$ cat config.mk
export PLATFORM = sky130hd
export DESIGN_NAME = regbank_slave
export DESIGN_NICKNAME = d
export VERILOG_FILES = /design/src/rtl/regbank_pkg.sv /design/src/rtl/regbank_decode.sv /design/src/rtl/regbank_regs.sv /design/src/rtl/regbank_ram_port.sv /design/src/rtl/regbank_subbus.sv /design/src/rtl/regbank_slave.sv
export SDC_FILE = /design/constraint.sdc
export NUM_CORES = 1
export LEC_CHECK = 0
export BUFFER_PORTS_ARGS = -buffer_cell sky130_fd_sc_hd__buf_2
export CAP_MARGIN = 5
export CORE_AREA = 8 8 133 135
export CTS_CLUSTER_DIAMETER = 120
export CTS_CLUSTER_SIZE = 20
export DETAILED_ROUTE_END_ITERATION = 10
export DIE_AREA = 0 0 141 143
export GPL_TIMING_DRIVEN = 0
export PLACE_DENSITY = 0.88
export REMOVE_ABC_BUFFERS = 1
export SLEW_MARGIN = 20
export SYNTH_ARGS = -nofsm -noshare
export SYNTH_HDL_FRONTEND = slang
export SYNTH_SLANG_ARGS = --single-unit
$ cat constraint.sdc
create_clock -name clk_i -period 2.9 [get_ports clk_i]
set_input_delay 0.725 -clock clk_i [delete_from_list [all_inputs] [get_ports clk_i]]
set_output_delay 0.725 -clock clk_i [all_outputs]
set_load 0.1 [all_outputs]
$ cat src/rtl/regbank_pkg.sv
package regbank_pkg;
  typedef enum logic [1:0] {
    TGT_NONE = 2'd0,
    TGT_REG  = 2'd1,
    TGT_RAM  = 2'd2,
    TGT_SUB  = 2'd3
  } tgt_e;
endpackage

$ cat src/rtl/regbank_decode.sv
module regbank_decode
  import regbank_pkg::*;
#(
  parameter int AW       = 8,
  parameter int REG_AW   = 2,
  parameter int REG_BASE = 0,
  parameter int RAM_AW   = 4,
  parameter int RAM_BASE = 16,
  parameter int SUB_AW   = 7,
  parameter int SUB_BASE = 128
) (
  input  logic [AW-1:0] adr_i,
  output tgt_e          tgt_o
);
  localparam logic [AW-1:0] REG_B = AW'(REG_BASE);
  localparam logic [AW-1:0] RAM_B = AW'(RAM_BASE);
  localparam logic [AW-1:0] SUB_B = AW'(SUB_BASE);

  logic hit_reg, hit_ram, hit_sub;
  assign hit_reg = adr_i[AW-1:REG_AW] == REG_B[AW-1:REG_AW];
  assign hit_ram = adr_i[AW-1:RAM_AW] == RAM_B[AW-1:RAM_AW];
  assign hit_sub = adr_i[AW-1:SUB_AW] == SUB_B[AW-1:SUB_AW];

  // windows are aligned and disjoint; order only settles a bad configuration
  always_comb begin
    if (hit_reg)      tgt_o = TGT_REG;
    else if (hit_ram) tgt_o = TGT_RAM;
    else if (hit_sub) tgt_o = TGT_SUB;
    else              tgt_o = TGT_NONE;
  end
endmodule

$ cat src/rtl/regbank_regs.sv
module regbank_regs #(
  parameter int DW     = 32,
  parameter int REG_AW = 2,
  parameter int N_RW   = 2
) (
  input  logic              clk_i,
  input  logic              rst_ni,
  input  logic              wr_i,
  input  logic [REG_AW-1:0] idx_i,
  input  logic [DW-1:0]     wdat_i,
  input  logic [DW-1:0]     status_i,
  output logic [N_RW*DW-1:0] ctrl_o,
  output logic [DW-1:0]     cmd_o,
  output logic [DW-1:0]     rval_o
);
  localparam int RO_IDX = N_RW;
  localparam int WO_IDX = N_RW + 1;

  logic [DW-1:0] rw_q [N_RW];
  logic [DW-1:0] cmd_q;

  for (genvar g = 0; g < N_RW; g++) begin : g_rw
    always_ff @(posedge clk_i or negedge rst_ni) begin
      if (!rst_ni)                                rw_q[g] <= '0;
      else if (wr_i && idx_i == REG_AW'(g))       rw_q[g] <= wdat_i;
    end
    assign ctrl_o[g*DW +: DW] = rw_q[g];
  end

  always_ff @(posedge clk_i or negedge rst_ni) begin
    if (!rst_ni)                                cmd_q <= '0;
    else if (wr_i && idx_i == REG_AW'(WO_IDX))  cmd_q <= wdat_i;
  end
  assign cmd_o = cmd_q;

  // write-only word and unused slots read zero
  always_comb begin
    rval_o = '0;
    for (int i = 0; i < N_RW; i++)
      if (idx_i == REG_AW'(i)) rval_o = rw_q[i];
    if (idx_i == REG_AW'(RO_IDX)) rval_o = status_i;
  end

  AST_CMD_ONLY_ON_WRITE: assert property (@(posedge clk_i) disable iff (!rst_ni)
    !$stable(cmd_o) |-> $past(wr_i));
  AST_CTRL_ONLY_ON_WRITE: assert property (@(posedge clk_i) disable iff (!rst_ni)
    !$stable(ctrl_o) |-> $past(wr_i));
endmodule

$ cat src/rtl/regbank_ram_port.sv
module regbank_ram_port (
  input  logic clk_i,
  input  logic rst_ni,
  input  logic rd_start_i,
  input  logic wr_start_i,
  input  logic sel_i,
  output logic ram_rd_o,
  output logic ram_we_o,
  output logic rd_ack_o,
  output logic wr_ack_o
);
  logic we_q, dly_q, rack_q, wack_q;

  assign ram_rd_o = rd_start_i & sel_i;

  // two-phase write: strobe with the flag set, then clear it and acknowledge
  always_ff @(posedge clk_i or negedge rst_ni) begin
    if (!rst_ni) begin
      we_q   <= 1'b0;
      dly_q  <= 1'b0;
      rack_q <= 1'b0;
      wack_q <= 1'b0;
    end else begin
      rack_q <= ram_rd_o;
      wack_q <= 1'b0;
      if (dly_q) begin
        we_q   <= 1'b0;
        dly_q  <= 1'b0;
        wack_q <= 1'b1;
      end else if (wr_start_i && sel_i) begin
        we_q  <= 1'b1;
        dly_q <= 1'b1;
      end
    end
  end

  assign ram_we_o = we_q;
  assign rd_ack_o = rack_q;
  assign wr_ack_o = wack_q;

  AST_RAM_WE_PULSE: assert property (@(posedge clk_i) disable iff (!rst_ni)
    ram_we_o |=> (!ram_we_o && wr_ack_o));
  AST_RAM_RD_ACK: assert property (@(posedge clk_i) disable iff (!rst_ni)
    rd_ack_o |-> $past(ram_rd_o));
endmodule

$ cat src/rtl/regbank_subbus.sv
module regbank_subbus (
  input  logic clk_i,
  input  logic rst_ni,
  input  logic rd_start_i,
  input  logic wr_start_i,
  input  logic sel_i,
  input  logic sub_ack_i,
  output logic cyc_o,
  output logic we_o,
  output logic ack_o
);
  logic rd_q, wr_q;

  always_ff @(posedge clk_i or negedge rst_ni) begin
    if (!rst_ni) begin
      rd_q <= 1'b0;
      wr_q <= 1'b0;
    end else if (cyc_o) begin
      if (sub_ack_i) begin
        rd_q <= 1'b0;
        wr_q <= 1'b0;
      end
    end else if (sel_i) begin
      rd_q <= rd_start_i;
      wr_q <= wr_start_i;
    end
  end

  assign cyc_o = rd_q | wr_q;
  assign we_o  = wr_q;
  assign ack_o = cyc_o & sub_ack_i;

  AST_SUB_HOLD: assert property (@(posedge clk_i) disable iff (!rst_ni)
    (cyc_o && !sub_ack_i) |=> (cyc_o && $stable(we_o)));
  AST_SUB_RELEASE: assert property (@(posedge clk_i) disable iff (!rst_ni)
    (cyc_o && sub_ack_i) |=> !cyc_o);
endmodule

$ cat src/rtl/regbank_slave.sv
module regbank_slave
  import regbank_pkg::*;
#(
  parameter int AW       = 8,
  parameter int DW       = 32,
  parameter int N_RW     = 2,
  parameter int REG_AW   = 2,
  parameter int REG_BASE = 0,
  parameter int RAM_AW   = 4,
  parameter int RAM_BASE = 16,
  parameter int SUB_AW   = 7,
  parameter int SUB_BASE = 128
) (
  input  logic               clk_i,
  input  logic               rst_ni,
  input  logic               wb_cyc_i,
  input  logic               wb_stb_i,
  input  logic               wb_we_i,
  input  logic [AW-1:0]      wb_adr_i,
  input  logic [DW-1:0]      wb_dat_i,
  output logic               wb_ack_o,
  output logic [DW-1:0]      wb_dat_o,
  input  logic [DW-1:0]      status_i,
  output logic [N_RW*DW-1:0] ctrl_o,
  output logic [DW-1:0]      cmd_o,
  output logic [RAM_AW-1:0]  ram_adr_o,
  output logic [DW-1:0]      ram_dat_o,
  output logic               ram_rd_o,
  output logic               ram_we_o,
  input  logic [DW-1:0]      ram_dat_i,
  output logic               sub_cyc_o,
  output logic               sub_stb_o,
  output logic               sub_we_o,
  output logic [DW/8-1:0]    sub_sel_o,
  output logic [SUB_AW-1:0]  sub_adr_o,
  output logic [DW-1:0]      sub_dat_o,
  input  logic               sub_ack_i,
  input  logic [DW-1:0]      sub_dat_i
);
  tgt_e          tgt;
  logic          busy_q, start, rd_start, wr_start;
  logic          loc_rd, loc_wr, reg_wr;
  logic [DW-1:0] rval, rdat_q;
  logic          rack_q, wack_q;
  logic          ram_rack, ram_wack, sub_ack;
  logic          sub_cyc;

  regbank_decode #(
    .AW(AW), .REG_AW(REG_AW), .REG_BASE(REG_BASE), .RAM_AW(RAM_AW),
    .RAM_BASE(RAM_BASE), .SUB_AW(SUB_AW), .SUB_BASE(SUB_BASE)
  ) u_dec (.adr_i(wb_adr_i), .tgt_o(tgt));

  // one access in flight; a new one is taken only after the acknowledge
  assign start    = wb_cyc_i & wb_stb_i & ~busy_q;
  assign rd_start = start & ~wb_we_i;
  assign wr_start = start &  wb_we_i;

  always_ff @(posedge clk_i or negedge rst_ni) begin
    if (!rst_ni)       busy_q <= 1'b0;
    else if (start)    busy_q <= 1'b1;
    else if (wb_ack_o) busy_q <= 1'b0;
  end

  // local registers and unmapped holes share the one-cycle path
  assign loc_rd = rd_start & (tgt == TGT_REG || tgt == TGT_NONE);
  assign loc_wr = wr_start & (tgt == TGT_REG || tgt == TGT_NONE);
  assign reg_wr = wr_start & (tgt == TGT_REG);

  regbank_regs #(.DW(DW), .REG_AW(REG_AW), .N_RW(N_RW)) u_regs (
    .clk_i, .rst_ni,
    .wr_i    (reg_wr),
    .idx_i   (wb_adr_i[REG_AW-1:0]),
    .wdat_i  (wb_dat_i),
    .status_i,
    .ctrl_o,
    .cmd_o,
    .rval_o  (rval)
  );

  always_ff @(posedge clk_i or negedge rst_ni) begin
    if (!rst_ni) begin
      rdat_q <= '0;
      rack_q <= 1'b0;
      wack_q <= 1'b0;
    end else begin
      rack_q <= loc_rd;
      wack_q <= loc_wr;
      if (loc_rd) rdat_q <= (tgt == TGT_REG) ? rval : '0;
    end
  end

  regbank_ram_port u_ram (
    .clk_i, .rst_ni,
    .rd_start_i (rd_start),
    .wr_start_i (wr_start),
    .sel_i      (tgt == TGT_RAM),
    .ram_rd_o,
    .ram_we_o,
    .rd_ack_o   (ram_rack),
    .wr_ack_o   (ram_wack)
  );
  assign ram_adr_o = wb_adr_i[RAM_AW-1:0];
  assign ram_dat_o = wb_dat_i;

  regbank_subbus u_sub (
    .clk_i, .rst_ni,
    .rd_start_i (rd_start),
    .wr_start_i (wr_start),
    .sel_i      (tgt == TGT_SUB),
    .sub_ack_i,
    .cyc_o      (sub_cyc),
    .we_o       (sub_we_o),
    .ack_o      (sub_ack)
  );
  assign sub_cyc_o = sub_cyc;
  assign sub_stb_o = sub_cyc;
  assign sub_sel_o = '1;
  assign sub_adr_o = wb_adr_i[SUB_AW-1:0];
  assign sub_dat_o = wb_dat_i;

  assign wb_ack_o = rack_q | wack_q | ram_rack | ram_wack | sub_ack;

  always_comb begin
    if (sub_cyc && !sub_we_o) wb_dat_o = sub_dat_i;
    else if (ram_rack)        wb_dat_o = ram_dat_i;
    else                      wb_dat_o = rdat_q;
  end

  AST_ACK_PULSE: assert property (@(posedge clk_i) disable iff (!rst_ni)
    wb_ack_o |=> !wb_ack_o);
  AST_ACK_ONE_SOURCE: assert property (@(posedge clk_i) disable iff (!rst_ni)
    $onehot0({rack_q, wack_q, ram_rack, ram_wack, sub_ack}));
  AST_LOC_RD_DELAY: assert property (@(posedge clk_i) disable iff (!rst_ni)
    rack_q |-> $past(wb_cyc_i && wb_stb_i && !wb_we_i));
  AST_RAM_RD_ACKED: assert property (@(posedge clk_i) disable iff (!rst_ni)
    ram_rd_o |=> wb_ack_o);
  AST_SUB_ACK_PASS: assert property (@(posedge clk_i) disable iff (!rst_ni)
    (sub_cyc_o && sub_ack_i) |-> wb_ack_o);
endmodule

## After elaboration in Yosys (flattened, before gate mapping)

Cells that the tools add are included.

- Register bits: 137

- Bitwise logic cells: 16
- Muxes and demuxes: 21
- Equal/unequal tests: 8
- Reduce and logical (&&, ||, !) cells: 14

Operators with widths:

| kind | number |
|---|---|
| $mux W32 | 6 |
| $mux W1 | 12 |
| $and A1 B1 Y1 | 9 |
| $eq A2 B2 Y1 const B | 4 |
| $logic_not A6 Y1 | 1 |
| $mux W2 | 3 |
| $reduce_bool A2 Y1 | 3 |
| $logic_and A1 B1 Y1 | 5 |
| $or A1 B1 Y1 | 5 |
| $eq A2 B1 Y1 const B | 2 |
| $eq A4 B1 Y1 const B | 1 |
| $logic_not A2 Y1 | 2 |
| $ne A2 B2 Y1 const B | 1 |
| $not A1 Y1 | 2 |
| $reduce_and A2 Y1 | 1 |
| $logic_not A1 Y1 | 1 |
| $logic_or A1 B1 Y1 | 1 |

## Depth between registers and ports, before layout

Gate-level depths: netlist of the first run.

- Depth in word-level cells: 7
- Gate-level depth with buffers: 6
- Mapped depth without buffers: 3

## By module

Synthesis of the first run repeated with hierarchy kept, for this count alone.

- Cells, all modules: 584
- Area total of the unflattened synthesis: 7078.0 µm²

Modules (own cells, without submodules):

| module | sequential area each (µm²) | times used | area an instance (µm²) | cells an instance |
|---|---|---|---|---|
| regbank_regs | 2402.3 | 1 | 4260.3 | 281 |
| regbank_slave | 875.8 | 1 | 2573.7 | 280 |
| regbank_ram_port | 100.1 | 1 | 123.9 | 9 |
| regbank_subbus | 50.0 | 1 | 95.1 | 10 |
| regbank_decode | 0.0 | 1 | 25.0 | 4 |

## Least setup slack after synthesis of the first run

No wires, ideal clock.

- Path type: reg2out
- Start: register u_sub.wr_q (netlist: u_sub.we_o)
- End: output port wb_dat_o[21]
- Data required time: 2.175 ns
- Cell stages (with the launch flop): 5
- Setup slack: -1.372 ns
- Buffers on the path: 2
- Arrival time: 3.547 ns
- Cell sequence: dfrtp_1 nor2b_1 clkbuf_1 clkbuf_1 o21ai_0

- Longest elaborated chain between the ends: 3

Ends and longest elaborated chain:

| what | line | text |
|---|---|---|
| start: declaration | regbank_subbus.sv:12 | `logic rd_q, wr_q;` |
| start signal: assignment | regbank_subbus.sv:25 | `wr_q <= wr_start_i;` |
| $or A1 B1 Y1 / $logic_not A1 Y1 (equally long branches) | regbank_subbus.sv:29, regbank_slave.sv:124 |  |
| $logic_and A1 B1 Y1 * | regbank_slave.sv:124 | `if (sub_cyc && !sub_we_o) wb_dat_o = sub_dat_i;` |
| $mux W32 * | regbank_slave.sv:124 |  |
| end: declaration | regbank_slave.sv:22 | `output logic [DW-1:0] wb_dat_o,` |

Mark *: on every way between the ends. The rest lies on a longest branch, timed or not.

## Worst setup path in the final report of the first run

- Start: input port wb_adr_i[7]
- End: output port ram_rd_o

- Longest elaborated chain between the ends: 5

Ends and longest elaborated chain:

| what | line | text |
|---|---|---|
| start: declaration | regbank_slave.sv:19 | `input logic [AW-1:0] wb_adr_i,` |
| $eq A4 B1 Y1 / $mux W2 (equally long branches) | regbank_decode.sv:21, regbank_decode.sv:28 |  |
| $mux W2 | regbank_decode.sv:27 | `else if (hit_ram) tgt_o = TGT_RAM;` |
| $mux W2 * | regbank_decode.sv:26 | `if (hit_reg) tgt_o = TGT_REG;` |
| $eq A2 B2 Y1 * | regbank_slave.sv:96 | `.sel_i (tgt == TGT_RAM),` |
| $and A1 B1 Y1 * | regbank_ram_port.sv:14 | `assign ram_rd_o = rd_start_i & sel_i;` |
| end: declaration | regbank_slave.sv:28 | `output logic ram_rd_o,` |

Marks and branches as above.

==> metrics.cfg, run 1 <==
[run_status]
outcome = completed

[global_routing]
antenna_found_initial = 3
overflow = 0
grt_pass1_vias = 6133
grt_usage = 0.217
grt_max_degree = 74
grt_first_pass_wirelength_mm = 34.0

[worst_setup_path]
cpPeakStageDelay_ps = 510
critPathSlowestCell = buf_2
required_ps = 2170
crit_path_start_kind = primary input
critical_path_class = primary input to output port
critPathBufInv = 2
crit_fanout = 6
cpMostUsedCell = buf_2
cpLargestDelayFamily = simple AND/OR/NAND/NOR gates
path_cells = buf_2 -> or3_4 -> nor3_1 -> buf_2
critical_path_arrival_ps = 2110
cp-end-kind = output port

[drt]
dr_wl_met3_mm = 2.03
firstDrtPassIters = 4
drc = 0
avgRoutedWirePerCell_um = 20.8
route.met2.wl_mm = 11.3
drt_iter0_markers = 238
ant_nets = 0
highest_layer = met5
viasPerCell = 5.27
vias = 5673
met1Wirelength_mm = 8.43
totalWireLength_mm = 22.4

[sta]
slew_violations = 0
rsz0062_at_grt = no
hold_viol_final = 0
finalClockSkew_ps = 10.0
fin_crit_sh = 0.976
worstMarginPinSlew_ps = 851
finalSetupViolations = 0
slew_headroom = 0.433
max_freq_ghz = 0.353
setup_tns_ps = 0
finalCriticalPeriod_ps = 2830

[power_and_ir_drop]
clock_power_share = 0.403
internal_power_mw = 3.56
power.share.sequential = 0.358
vdd_drop_max_v = 0.000338
switching_share = 0.354
p_sw_mw = 1.96
power_density_mw_per_mm2 = 594
p_total_mw = 5.52
p_leak_nw = 5.20
pwr-share-comb = 0.238

[worst_hold_path]
hold_class = primary input to asynchronous set/reset pin

[placed_design]
placed_area_mm2 = 0.00866
portBuffers = 350
globalplace.congestion = 0.844
dp_hpwl_mm = 16.6

[clocking]
htree_num_levels = 4
cts.sinks = 137
ctsHoldBuffers = 0
cts_inserted_buffers = 17
cts.path.max_buffers = 2
clk_latency_ps = 410
cts_tree = built
root_buffer = clkbuf_16
path_clk_slew_ps = 60

[layout]
final_cell_mix = buf_2 (348), dfrtp_1 (136), mux2i_1 (64), mux2_4 (60), nand2_1 (36)
stdcell_area_mm2 = 0.00929
layout_commonest_cell = buf_2
finalNetCount = 987
syn_to_final_growth_pct = 28.5
fill_cells = 1244
final_layout_size_suffix_gt1_frac = 0.580

[floorplanning]
die_width_um = 141
die_y_um = 143
die_area_mm2 = 0.0202
coreArea_mm2 = 0.0156
rows = 46
ios = 355
initial_utilization = 0.464

[synth]
synthesis.area_mm2 = 0.00723
ys.flop_type = dfrtp_1
yosys_register_bits = 137
synth_seq_area_share = 0.474
synth-edff-count = 0
postSynthAreaPerCell_um2 = 12.4
synthArstFlopShare = 1.00
yosysWarnings = 0
netlist_instances = 581
yosysUniqueCellTypes = 33

[job]
maxCapViolations = 0

-- Yosys cell counts, types with 2 or more instances --
cell type | n | share of area
buf_6 | 6 | 0.0093
nor2b_1 | 2 | 0.0017
nor2_1 | 3 | 0.0016
nand3_1 | 2 | 0.0014
buf_4 | 80 | 0.083
clkbuf_1 | 24 | 0.012
mux2_2 | 35 | 0.055
a22o_1 | 32 | 0.039
mux2i_1 | 64 | 0.089
nor3_1 | 2 | 0.0014
or3_1 | 2 | 0.0017
o2bb2ai_1 | 32 | 0.039
nand2_1 | 36 | 0.019
mux2_4 | 60 | 0.12
inv_1 | 5 | 0.0026
o22ai_1 | 2 | 0.0017
buf_2 | 5 | 0.0035
dfrtp_1 | 137 | 0.47
o21ai_0 | 34 | 0.024
buf_1 | 5 | 0.0026
-- state kept, by name (all words and copies together), names as in the netlist --
register        count
wack_q              1
rack_q              1
u_sub.rd_q          1
u_sub.we_o          1
rdat_q             32
u_ram.ram_we_o      1
u_ram.wr_ack_o      1
u_regs.cmd_o       32
u_ram.dly_q         1
u_regs.ctrl_o      64
busy_q              1
u_ram.rd_ack_o      1
-- cell families (layout without fill, tap and decap cells) --
kind of cell	Yosys count	in the layout	synth area share
other	1	6	0.000519
AOI/OAI and AO/OA	103	103	0.106
muxes	160	160	0.269
and+or+nand+nor	55	56	0.0367
buffers and inverters	125	398	0.114
DFF	137	137	0.474
-- worst register-to-register path, stage by stage, from the launching register on --
cell and delay [ps]:
dfrtp_1 400, nand4b_1 390, nor4_4 700, buf_6 240
buf_4 220, mux2_2 360
-- power by group through the flow --
stage	clock network, mW	logic [mW]	registers [mW]
final	2.23	1.31	1.98
after floorplan	0	0.406	2.16
after global routing	2.35	1.36	1.98
after global placement	0	1.28	2.01
after CTS	2.27	1.32	1.98
after detailed placement	0	1.31	2.01
-- layout make-up --
cell class,count,area (um2),share of cell area
sequential,137,3430,0.369
tap,216,270,0.0291
multi-input combinational,323,3040,0.327
clock buffer,18,439,0.0473
antenna,2,5.00,0.000539
timing repair buffer,361,1920,0.207
clock inverter,14,169,0.0182
inverter,5,18.8,0.00202
-- through the flow --
stage,instances,setup slack (ps),hold slack [ps],util
finish,1076,69.0,283,0.596
global route,1076,2.31,315,0.596
CTS,1074,40.2,282,0.595
detailed placement,1040,-65.8,392,0.555
global placement,1030,-2640,387,0.542
floorplan,464,-2420,375,-
-- repair_timing --
action | 4_1_cts | 5_1_grt
endpoints found under the setup margin | 19 | 0
gates resized for setup | 0 | 0
buffers inserted | 1 | 0
-- per-layer routing --
metal | vias to the layer above | global-route usage
li1 | 2544 | -
met1 | 2786 | 0.238
met2 | 293 | 0.375
met3 | 48 | 0.0705
met4 | 2 | 0.102
met5 | - | 0
-- worst paths after layout --
check | startpoint | end | slack [ps] | depth (start not counted)
worst max register to register | busy_q | u_regs.ctrl_o[63] | 480 | 5
worst max-delay path | wb_adr_i[7] | ram_rd_o | 70 | 4
min in group clk_i | u_ram.dly_q | u_ram.wr_ack_o | 400 | 0
worst min-delay path | rst_ni | u_regs.ctrl_o[23] | 280 | 1
max in group asynchronous | rst_ni | u_regs.ctrl_o[13] | 1870 | 2
worst min register to register | u_ram.dly_q | u_ram.wr_ack_o | 400 | 0
No activity file was read; power rests on OpenSTA's default activity.
==> run 2: changes to the inputs <==
--- a/config.mk
+++ b/config.mk
@@ -5,15 +5,16 @@
 export SDC_FILE = /design/constraint.sdc
 export NUM_CORES = 1
 export LEC_CHECK = 0
+export ABC_AREA = 1
 export BUFFER_PORTS_ARGS = -buffer_cell sky130_fd_sc_hd__buf_2
 export CAP_MARGIN = 5
-export CORE_AREA = 8 8 133 135
+export CORE_MARGIN = 8
+export CORE_UTILIZATION = 50
 export CTS_CLUSTER_DIAMETER = 120
 export CTS_CLUSTER_SIZE = 20
 export DETAILED_ROUTE_END_ITERATION = 10
-export DIE_AREA = 0 0 141 143
 export GPL_TIMING_DRIVEN = 0
-export PLACE_DENSITY = 0.88
+export PLACE_DENSITY = 0.86
 export REMOVE_ABC_BUFFERS = 1
 export SLEW_MARGIN = 20
 export SYNTH_ARGS = -nofsm -noshare
==> metrics.cfg, run 2 <==
[run_status]
outcome = completed

[global_routing]
overflow = 0
grt_max_degree = 85
grt_first_pass_wirelength_mm = 37.3
grt_pass1_vias = 7283
antenna_found_initial = 0
grt_usage = 0.255

[layout]
fill_cells = 1202
fin_util = 0.641
layout_commonest_cell = nand2_1
final_cell_mix = nand2_1 (455), buf_2 (336), dfrtp_1 (136), nand3_1 (131), nor2_1 (41)
final_layout_size_suffix_gt1_frac = 0.336
finalNetCount = 1354
syn_to_final_growth_pct = 26.4
largest_reg_flops = 64
diodes = 0

[placed_design]
place_ws_ps = -130
dp_hpwl_mm = 17.3
portBuffers = 350
globalplace.congestion = 0.805

[worst_setup_path]
required_ps = 2170
cpPeakStageDelay_ps = 650
crit_path_start_kind = register
critical_path_class = register to output port
path_cells = inv_8 -> nand2_1 -> a31oi_1 -> buf_4
crit_fanout = 32
critPathSlowestCell = dfrtp_4
critical_path_arrival_ps = 2090
cp-end-kind = output port

[drt]
drc = 0
avgRoutedWirePerCell_um = 17.9
vias = 7452
ant_nets = 0
firstDrtPassIters = 5
drt_iter0_markers = 603
totalWireLength_mm = 25.2
viasPerCell = 5.29

[sta]
max_freq_ghz = 0.356
slew_violations = 0
finalSetupViolations = 0
finalCriticalPeriod_ps = 2810
hold_viol_final = 0
rsz0062_at_grt = no
fin_crit_sh = 0.969
worstMarginPinSlew_ps = 950
slew_headroom = 0.366
finalClockSkew_ps = 7.67
setup_slack_ps = 89.9

[floorplanning]
die_y_um = 137
ios = 355
die_width_um = 137
die_area_mm2 = 0.0188
coreArea_mm2 = 0.0144
initial_utilization = 0.507
rows = 44

[synth]
synthesis.area_mm2 = 0.00732
yosys_register_bits = 137
synth-edff-count = 0
synthArstFlopShare = 1.00
yosysTopAreaCellShare = 0.469
yosysWarnings = 0
ys.flop_type = dfrtp_1
synth_commonest_cells = nand2_1 (456), dfrtp_1 (137), nand3_1 (132), buf_4 (84), nor2_1 (44)
yosys.area.top_type = dfrtp_1
yosysUniqueCellTypes = 21
synth_seq_area_share = 0.469
yosysMostFrequentCell = nand2_1
ys_top_cells_by_area = dfrtp_1 (47%), nand2_1 (23%), nand3_1 (9.0%)
netlist_instances = 969
postSynthAreaPerCell_um2 = 7.55

[power_and_ir_drop]
p_leak_nw = 5.49
power_density_mw_per_mm2 = 612
vdd_drop_max_v = 0.000449

[clocking]
clk_latency_ps = 410
htree_num_levels = 4
root_buffer = clkbuf_16
cts_inserted_buffers = 17
cts.sinks = 137
cts.path.max_buffers = 2
ctsHoldBuffers = 0
cts_tree = built
path_clk_slew_ps = 60

[worst_hold_path]
hold_class = primary input to asynchronous set/reset pin

[job]
maxCapViolations = 0

## run 2: cell type report
class,instances,area [um2],area share
Tap cell,184,230,0.0249
Sequential cell,137,3430,0.371
Clock inverter,13,144,0.0156
Inverter,13,56.3,0.00609
Clock buffer,19,453,0.0490
Multi-Input combinational cell,684,2930,0.317
Timing Repair Buffer,359,2000,0.217
## run 2: critical path: cells and delay by family, from the launching register on
family                 cells  cell delay [ps]
DFF                        1              650
buffers and inverters      2              600
AOI/OAI and AO/OA          1              270
and+or+nand+nor            1              120
## run 2: routing by layer
metal  GRT usage  vias up  wire length [um]
li1            -     3494                 -
met1       0.304     3466              9360
met2       0.426      440             12500
met3      0.0631       52              2600
met4       0.114        0               717
met5           0        -                 0
## run 2: logic make-up (layout without fill, tap and decap cells)
kind of cell / count (synthesis) / after routing / synth area share
buf+inv: 151 / 404 / 0.139
flops: 137 / 137 / 0.469
other cells: 1 / 4 / 0.000513
compound gates: 36 / 36 / 0.0311
simple gates: 644 / 644 / 0.360
## run 2: through the flow
stage / cells / setup TNS (ps) / area, um2 / hold WS [ps] / power, mW
after global routing: 1409 / 0 / 9250 / 235 / 5.82
final: 1409 / 0 / 9250 / 214 / 5.66
after detailed placement: 1376 / -459 / 8570 / 410 / 3.51
after global placement: 1368 / -439770 / 8340 / 383 / 3.47
after CTS: 1408 / 0 / 9210 / 228 / 5.68
after floorplan: 834 / -127380 / 6360 / 367 / 2.73
## run 2: what timing repair did
| action | in CTS | in global routing |
|---|---|---|
| endpoints found under the setup margin | 32 | 30 |
| resized for setup | 14 | 4 |
| buffers inserted | 0 | 1 |
## run 2: where the power goes
group / leakage, nW / total [mW] / internal, mW / switching (mW)
registers: 1.91 / 1.97 / 1.95 / 0.0249
logic: 3.30 / 1.52 / 0.238 / 1.28
clock network: 0.282 / 2.17 / 1.32 / 0.853
total: 5.49 / 5.66 / 3.50 / 2.16
## run 2: final timing paths
path                                 from                 to  slack [ps]  cells after the start
max in group asynchronous          rst_ni         rdat_q[31]        1940                      2
min in group clk_i            u_ram.dly_q     u_ram.wr_ack_o         410                      0
setup reg to reg                   busy_q  u_regs.ctrl_o[28]         800                      6
hold / removal                     rst_ni  u_regs.ctrl_o[59]         210                      1
hold reg to reg               u_ram.dly_q     u_ram.wr_ack_o         410                      0
setup / recovery           u_ram.rd_ack_o       wb_dat_o[11]          90                      4
